### src/rtl/rdh_pkg.sv
package rdh_pkg;
    localparam int COORD_W = 27;
    typedef logic signed [COORD_W-1:0] coord_t;
endpackage

### src/rtl/rdh_prio_arb.sv
module rdh_prio_arb #(
    parameter int WIDTH = 4
) (
    input  logic [WIDTH-1:0] req,
    output logic [WIDTH-1:0] grant
);
    always_comb begin
        grant = '0;
        for (int i = WIDTH - 1; i >= 0; i--) begin
            if (req[i]) begin
                grant    = '0;
                grant[i] = 1'b1;
            end
        end
    end
endmodule

### src/rtl/rdh_row_gen.sv
module rdh_row_gen
    import rdh_pkg::*;
#(
    parameter int ROWS  = 480,
    localparam int ROW_W = $clog2(ROWS)
) (
    input  logic             clk,
    input  logic             rst_n,
    input  logic             advance,
    input  coord_t           top,
    input  coord_t           step,
    output logic [ROW_W-1:0] row_idx,
    output coord_t           row_imag,
    output logic             frame_done
);
    localparam logic [ROW_W-1:0] LAST_ROW = ROW_W'(ROWS - 1);

    typedef struct packed {
        logic [ROW_W-1:0] idx;
        coord_t           imag;
        logic             done;
    } gen_t;

    gen_t st_d, st_q;

    always_comb begin
        st_d      = st_q;
        st_d.done = 1'b0;
        if (advance) begin
            if (st_q.idx == LAST_ROW) begin
                st_d.idx  = '0;
                st_d.imag = top;
                st_d.done = 1'b1;
            end else begin
                st_d.idx  = st_q.idx + 1'b1;
                st_d.imag = st_q.imag + step;
            end
        end
    end

    always_ff @(posedge clk) begin
        if (!rst_n) begin
            st_q.idx  <= '0;
            st_q.imag <= top;
            st_q.done <= 1'b0;
        end else begin
            st_q <= st_d;
        end
    end

    assign row_idx    = st_q.idx;
    assign row_imag   = st_q.imag;
    assign frame_done = st_q.done;

    AST_ROW_HOLD: assert property (@(posedge clk) disable iff (!rst_n)
        !advance |=> ($stable(row_idx) && $stable(row_imag)));
    AST_ROW_STEP: assert property (@(posedge clk) disable iff (!rst_n)
        (advance && row_idx != LAST_ROW) |=> (row_idx == $past(row_idx) + 1'b1));
    AST_WRAP_IDX: assert property (@(posedge clk) disable iff (!rst_n)
        frame_done |-> (row_idx == '0));
    AST_DONE_CAUSE: assert property (@(posedge clk) disable iff (!rst_n)
        (advance && row_idx == LAST_ROW) |=> frame_done);
endmodule

### src/rtl/rdh_queue.sv
module rdh_queue #(
    parameter int DATA_W = 24,
    parameter int DEPTH  = 16,
    localparam int PTR_W = $clog2(DEPTH),
    localparam int CNT_W = PTR_W + 1
) (
    input  logic              clk,
    input  logic              rst_n,
    input  logic              push,
    input  logic [DATA_W-1:0] din,
    input  logic              pop,
    output logic [DATA_W-1:0] head,
    output logic              empty,
    output logic              full
);
    localparam logic [CNT_W-1:0] DEPTH_C = CNT_W'(DEPTH);

    typedef struct packed {
        logic [PTR_W-1:0] wr;
        logic [PTR_W-1:0] rd;
        logic [CNT_W-1:0] cnt;
    } qptr_t;

    qptr_t q_d, q_q;
    logic [DATA_W-1:0] mem [DEPTH];
    logic push_ok, pop_ok;

    assign empty   = (q_q.cnt == '0);
    assign full    = (q_q.cnt == DEPTH_C);
    assign push_ok = push && !full;
    assign pop_ok  = pop && !empty;
    assign head    = mem[q_q.rd];

    always_comb begin
        q_d = q_q;
        if (push_ok) q_d.wr = q_q.wr + 1'b1;
        if (pop_ok)  q_d.rd = q_q.rd + 1'b1;
        case ({push_ok, pop_ok})
            2'b10:   q_d.cnt = q_q.cnt + 1'b1;
            2'b01:   q_d.cnt = q_q.cnt - 1'b1;
            default: q_d.cnt = q_q.cnt;
        endcase
    end

    always_ff @(posedge clk) begin
        if (!rst_n) q_q <= '0;
        else        q_q <= q_d;
    end

    always_ff @(posedge clk) begin
        if (push_ok) mem[q_q.wr] <= din;
    end

    AST_NO_OVERFLOW: assert property (@(posedge clk) disable iff (!rst_n)
        q_q.cnt <= DEPTH_C);
    AST_FULL_DROP: assert property (@(posedge clk) disable iff (!rst_n)
        (full && push && !pop) |=> full);
    AST_PUSH_POP_KEEP: assert property (@(posedge clk) disable iff (!rst_n)
        (push && pop && !full && !empty) |=> $stable(q_q.cnt));
endmodule

### src/rtl/row_dispatch_hub.sv
module row_dispatch_hub
    import rdh_pkg::*;
#(
    parameter int NUM_SEQ = 4,
    parameter int ROWS    = 480,
    parameter int COL_W   = 10,
    parameter int ITER_W  = 10,
    parameter int DEPTH   = 16,
    localparam int ROW_W  = $clog2(ROWS)
) (
    input  logic                      clk,
    input  logic                      rst_n,
    input  logic [COORD_W-1:0]        frame_top,
    input  logic [COORD_W-1:0]        frame_step,
    input  logic [NUM_SEQ-1:0]        seq_req,
    output logic [NUM_SEQ-1:0]        seq_grant,
    output logic [ROW_W-1:0]          next_row_idx,
    output logic [COORD_W-1:0]        next_row_imag,
    output logic                      frame_done,
    input  logic [NUM_SEQ-1:0]        res_valid,
    input  logic [NUM_SEQ*COL_W-1:0]  res_col,
    input  logic [NUM_SEQ*ROW_W-1:0]  res_row,
    input  logic [NUM_SEQ*ITER_W-1:0] res_iter,
    output logic [NUM_SEQ-1:0]        res_full,
    output logic                      pix_valid,
    output logic [COL_W-1:0]          pix_col,
    output logic [ROW_W-1:0]          pix_row,
    output logic [ITER_W-1:0]         pix_iter
);
    localparam int ENT_W = COL_W + ROW_W + ITER_W;

    typedef struct packed {
        logic [COL_W-1:0]  col;
        logic [ROW_W-1:0]  row;
        logic [ITER_W-1:0] iter;
    } ent_t;

    typedef struct packed {
        logic valid;
        ent_t ent;
    } pix_t;

    coord_t imag_w;

    // Row dispatch
    rdh_prio_arb #(.WIDTH(NUM_SEQ)) u_row_arb (
        .req   (seq_req),
        .grant (seq_grant)
    );

    rdh_row_gen #(.ROWS(ROWS)) u_row_gen (
        .clk        (clk),
        .rst_n      (rst_n),
        .advance    (|seq_grant),
        .top        (coord_t'(frame_top)),
        .step       (coord_t'(frame_step)),
        .row_idx    (next_row_idx),
        .row_imag   (imag_w),
        .frame_done (frame_done)
    );
    assign next_row_imag = imag_w;

    // Result queues
    logic [NUM_SEQ-1:0] q_empty;
    logic [NUM_SEQ-1:0] out_grant;
    ent_t               heads [NUM_SEQ];

    for (genvar g = 0; g < NUM_SEQ; g++) begin : g_queue
        ent_t push_ent;
        logic [ENT_W-1:0] head_raw;
        assign push_ent.col  = res_col[g*COL_W +: COL_W];
        assign push_ent.row  = res_row[g*ROW_W +: ROW_W];
        assign push_ent.iter = res_iter[g*ITER_W +: ITER_W];

        rdh_queue #(.DATA_W(ENT_W), .DEPTH(DEPTH)) u_q (
            .clk   (clk),
            .rst_n (rst_n),
            .push  (res_valid[g]),
            .din   (push_ent),
            .pop   (out_grant[g]),
            .head  (head_raw),
            .empty (q_empty[g]),
            .full  (res_full[g])
        );
        assign heads[g] = ent_t'(head_raw);
    end

    rdh_prio_arb #(.WIDTH(NUM_SEQ)) u_out_arb (
        .req   (~q_empty),
        .grant (out_grant)
    );

    // Output stage
    pix_t pix_d, pix_q;

    always_comb begin
        pix_d.valid = |out_grant;
        pix_d.ent   = '0;
        for (int i = 0; i < NUM_SEQ; i++) begin
            if (out_grant[i]) pix_d.ent = pix_d.ent | heads[i];
        end
    end

    always_ff @(posedge clk) begin
        if (!rst_n) pix_q <= '0;
        else        pix_q <= pix_d;
    end

    assign pix_valid = pix_q.valid;
    assign pix_col   = pix_q.ent.col;
    assign pix_row   = pix_q.ent.row;
    assign pix_iter  = pix_q.ent.iter;

    AST_GRANT_ONEHOT: assert property (@(posedge clk) disable iff (!rst_n)
        $onehot0(seq_grant) && ((seq_grant & ~seq_req) == '0));
    AST_GRANT_LIVE: assert property (@(posedge clk) disable iff (!rst_n)
        (seq_req != '0) |-> (seq_grant != '0));
    AST_OUT_ONEHOT: assert property (@(posedge clk) disable iff (!rst_n)
        $onehot0(out_grant) && ((out_grant & q_empty) == '0));
    AST_OUT_STROBE: assert property (@(posedge clk) disable iff (!rst_n)
        (q_empty == {NUM_SEQ{1'b1}}) |=> !pix_valid);
endmodule

### config.mk
export PLATFORM = sky130hd
export DESIGN_NAME = row_dispatch_hub
export DESIGN_NICKNAME = d
export VERILOG_FILES = /design/src/rtl/rdh_pkg.sv /design/src/rtl/rdh_prio_arb.sv /design/src/rtl/rdh_row_gen.sv /design/src/rtl/rdh_queue.sv /design/src/rtl/row_dispatch_hub.sv
export SDC_FILE = /design/constraint.sdc
export NUM_CORES = 2
export LEC_CHECK = 0
export BUFFER_PORTS_ARGS = -buffer_cell sky130_fd_sc_hd__buf_2
export CORE_UTILIZATION = 54
export DETAILED_ROUTE_END_ITERATION = 16
export MAX_ROUTING_LAYER = met4
export PLACE_DENSITY_LB_ADDON = 0.3
export SLEW_MARGIN = 20
export SYNTH_ARGS = -nofsm -noshare
export SYNTH_HDL_FRONTEND = slang
export SYNTH_SLANG_ARGS = --single-unit
### constraint.sdc
create_clock -name clk -period 3.96 [get_ports clk]
set_input_delay 0.594 -clock clk [delete_from_list [all_inputs] [get_ports clk]]
set_output_delay 0.594 -clock clk [all_outputs]
set_load 0.05 [all_outputs]
==> flow_summary.yaml <==
outcome:
  status: "completed"
drt:
  wire_per_inst_um: 29.06
  drc: 0
  first_pass_iters: 7
  drt_iter0_drc: 4026
  wl_um: 185300
  vias_per_cell: 6.246
  vias: 39818
  postRouteAntennaNets: 0
logic_synthesis:
  seq_area_frac_synth_pct: 75.18
  syn_nets: 4115
  ys_seq_elements: 1991
  synthCells: 3869
  synthArstFlopShare_pct: 0
  synth.distinct_cells: 59
  avgSynthCellArea_um2: 20.18
  synth_top_flop_cell: "edfxtp_1"
  synth-edff-count: 1883
  netlist_area_mm2: 0.07809
  yosys_warnings: 0
die:
  die_h_um: 382.3
  start_util_pct: 54.42
  die_area_mm2: 0.1461
  core_mm2: 0.1435
  io_pins: 255
  fp.dieW_um: 382.3
  row_count: 139
timing:
  slew_headroom_pct: 23.37
  worst-slew-pin-transition_ps: 1143
  rsz0062_at_grt: "false"
  hold_ws_ps: 76.48
  final.setup.tns_ps: 0
  fin_crit_sh_pct: 86.84
  finalSetupViolCount: 0
  fin_skew_ps: 44.53
  slew_violations: 0
  hold_viol: 0
  period_needed_ps: 3439
  max_freq_mhz: 290.8
grt:
  antenna_found_initial: 45
  overflow: 0
  grt_usage_pct: 26.31
  grt_max_degree: 92
  grt_pass1_vias: 39731
  grt_pass1_wl_um: 269000
worst_setup_path:
  worstSetupPathType: "reg -> reg"
  crit_required_ps: 4650
  critPathLaunchType: "flop"
  cp-end-kind: "flop"
  reg2reg_slack_ps: 520
  arrival_ps: 4130
  r2r-start: "g_queue[0].u_q.q_q[0]"
  rr_worst_depth: 13
  rr_endpoint: "g_queue[3].u_q.q_q[4]"
  path_max_fanout: 8
power_and_ir_drop:
  powerDensity_mw_per_mm2: 611.2
  power.leakage_nw: 28.35
  peakVddDrop_uv: 490.4
finish:
  final_common_cell: "edfxtp_1"
  nets: 4532
  layout_common_cells: "edfxtp_1 (1883), mux4_2 (464), buf_2 (254), a211oi_1 (226), clkbuf_16 (197)"
  fill_cells: 9757
  area_growth_pct: 14.58
  drive_above_1_share_pct: 28.76
  seq_area_mm2: 0.05876
  multi_input_comb_area_mm2: 0.01878
clock_network:
  hold_buffers: 0
  insertion_delay_ps: 820
  clock-sinks: 1991
  post_cts_buffers: 0
  clkSlewWorstSetupHoldPaths_ps: 60
  post_cts_resize_count: 0
  cts_buffers: 195
  cts-htree-levels: 4
  cts_root_buf: "clkbuf_16"
  cts_tree: "built"
  clockBufferDepth: 3
placement:
  place_congestion: 0.8924
  place_hpwl_um: 113100
  portBuffers: 254
hold_path:
  hold-path-endpoint: "u_row_gen.row_imag[21]"
  worstHoldPathCells: 3
  worstHoldStart: "frame_top[21]"
  hold_class: "in -> reg"
job:
  drv_cap: 0
-- registers in the layout (all words and copies together) (netlist names), named ones only --
name,count
pix_col,10
pix_valid,1
pix_iter,10
u_row_gen.row_idx,9
u_row_gen.frame_done,1
g_queue.u_q.q_q,52
g_queue.u_q.mem,1856
pix_row,9
u_row_gen.row_imag,27
-- worst max-delay path by stage --
stage / cells past startpoint / slack [ps] / start / end
after CTS: 13 / 510 / g_queue[0].u_q.q_q[0] / g_queue[3].u_q.q_q[4]
after global routing: 13 / 260 / g_queue[0].u_q.q_q[0] / g_queue[3].u_q.q_q[4]
final: 13 / 520 / g_queue[0].u_q.q_q[0] / g_queue[3].u_q.q_q[4]
after detailed placement: 13 / 510 / g_queue[0].u_q.q_q[0] / g_queue[3].u_q.q_q[4]
after global placement: 13 / 540 / g_queue[1].u_q.q_q[0] / g_queue[3].u_q.q_q[4]
after floorplan: 7 / 140 / g_queue[3].u_q.q_q[1] / g_queue[3].u_q.mem[3][0]
-- layer usage --
metal	global-route usage (%)	share of wire [%]	up-vias
li1	-	-	16822
met1	35.36	39	20862
met2	40.70	48	1812
met3	6.017	10	322
met4	7.511	2.7	0
met5	-	0	-
-- worst max-delay path, cell delays in order, from the launching register on --
cell	delay, ps
dfxtp_1	360
or4_4	600
nor4_4	280
nand3_2	150
inv_2	130
ha_1	350
xor2_1	130
ha_1	230
o21a_1	170
o21ai_0	140
or4b_1	440
a21oi_1	170
xnor2_1	130
nor2_1	50
-- logic make-up (layout without fill, tap and decap cells) --
family / Yosys count / after routing / share of synthesized area, %
AOI/OAI and AO/OA: 390 / 390 / 3.432
xor gates and xnor gates: 66 / 66 / 0.7403
adders and majority gates: 66 / 66 / 1.096
buffers and inverters: 264 / 838 / 1.383
DFF: 1991 / 1991 / 75.18
muxes: 582 / 582 / 14.90
other: 0 / 29 / 0
and+or+nand+nor: 510 / 510 / 3.272
-- area by class of cell --
type | count | area share, %
multi-input combinational | 1614 | 20.99
clock buffer | 251 | 5.859
timing repair buffer | 445 | 3.429
clock inverter | 103 | 1.144
tap | 1903 | 2.661
sequential | 1991 | 65.67
antenna | 29 | 0.08111
inverter | 39 | 0.1650
-- synth_stat cells, types with 11 or more instances --
| library cell | count | share of area (%) |
|---|---|---|
| mux2i_1 | 118 | 1.5 |
| nor4_1 | 35 | 0.28 |
| buf_2 | 47 | 0.30 |
| dfxtp_1 | 108 | 2.8 |
| nand4_1 | 14 | 0.11 |
| nand2_1 | 82 | 0.39 |
| xor2_1 | 44 | 0.49 |
| a211oi_1 | 230 | 2.2 |
| nor2_1 | 166 | 0.80 |
| mux4_2 | 464 | 13 |
| nand2b_1 | 16 | 0.13 |
| o21ai_0 | 47 | 0.30 |
| ha_1 | 62 | 0.99 |
| a21o_1 | 11 | 0.11 |
| nor3_1 | 28 | 0.18 |
| nor2b_1 | 118 | 0.95 |
| a21oi_1 | 58 | 0.37 |
| edfxtp_1 | 1883 | 72 |
| xnor2_1 | 22 | 0.25 |
| nand3_1 | 16 | 0.10 |
| clkbuf_1 | 156 | 0.75 |
| buf_1 | 14 | 0.067 |
| inv_1 | 37 | 0.18 |
-- through the flow --
step / instances / utilization [%] / area [µm²] / setup slack [ps] / total power [mW]
2_1_floorplan: 3869 / - / 78090 / 142.5 / 32.44
5_1_grt: 6368 / 62.34 / 89450 / 257.6 / 56.55
3_5_place_dp: 5992 / 57.94 / 83130 / 511.6 / 36.98
3_3_place_gp: 5992 / 57.94 / 83130 / 539.5 / 36.80
4_1_cts: 6346 / 62.31 / 89400 / 512.3 / 54.97
6_report: 6375 / 62.36 / 89470 / 521.0 / 54.68
-- power by group --
group / total [mW] / leakage (nW) / internal (mW) / switching [mW]
sequential: 24.5 / 18.0 / 23.9 / 0.605
clock: 18.1 / 3.06 / 10.3 / 7.78
combinational: 12.0 / 7.34 / 4.81 / 7.24
(Power assumes the default switching activity.)
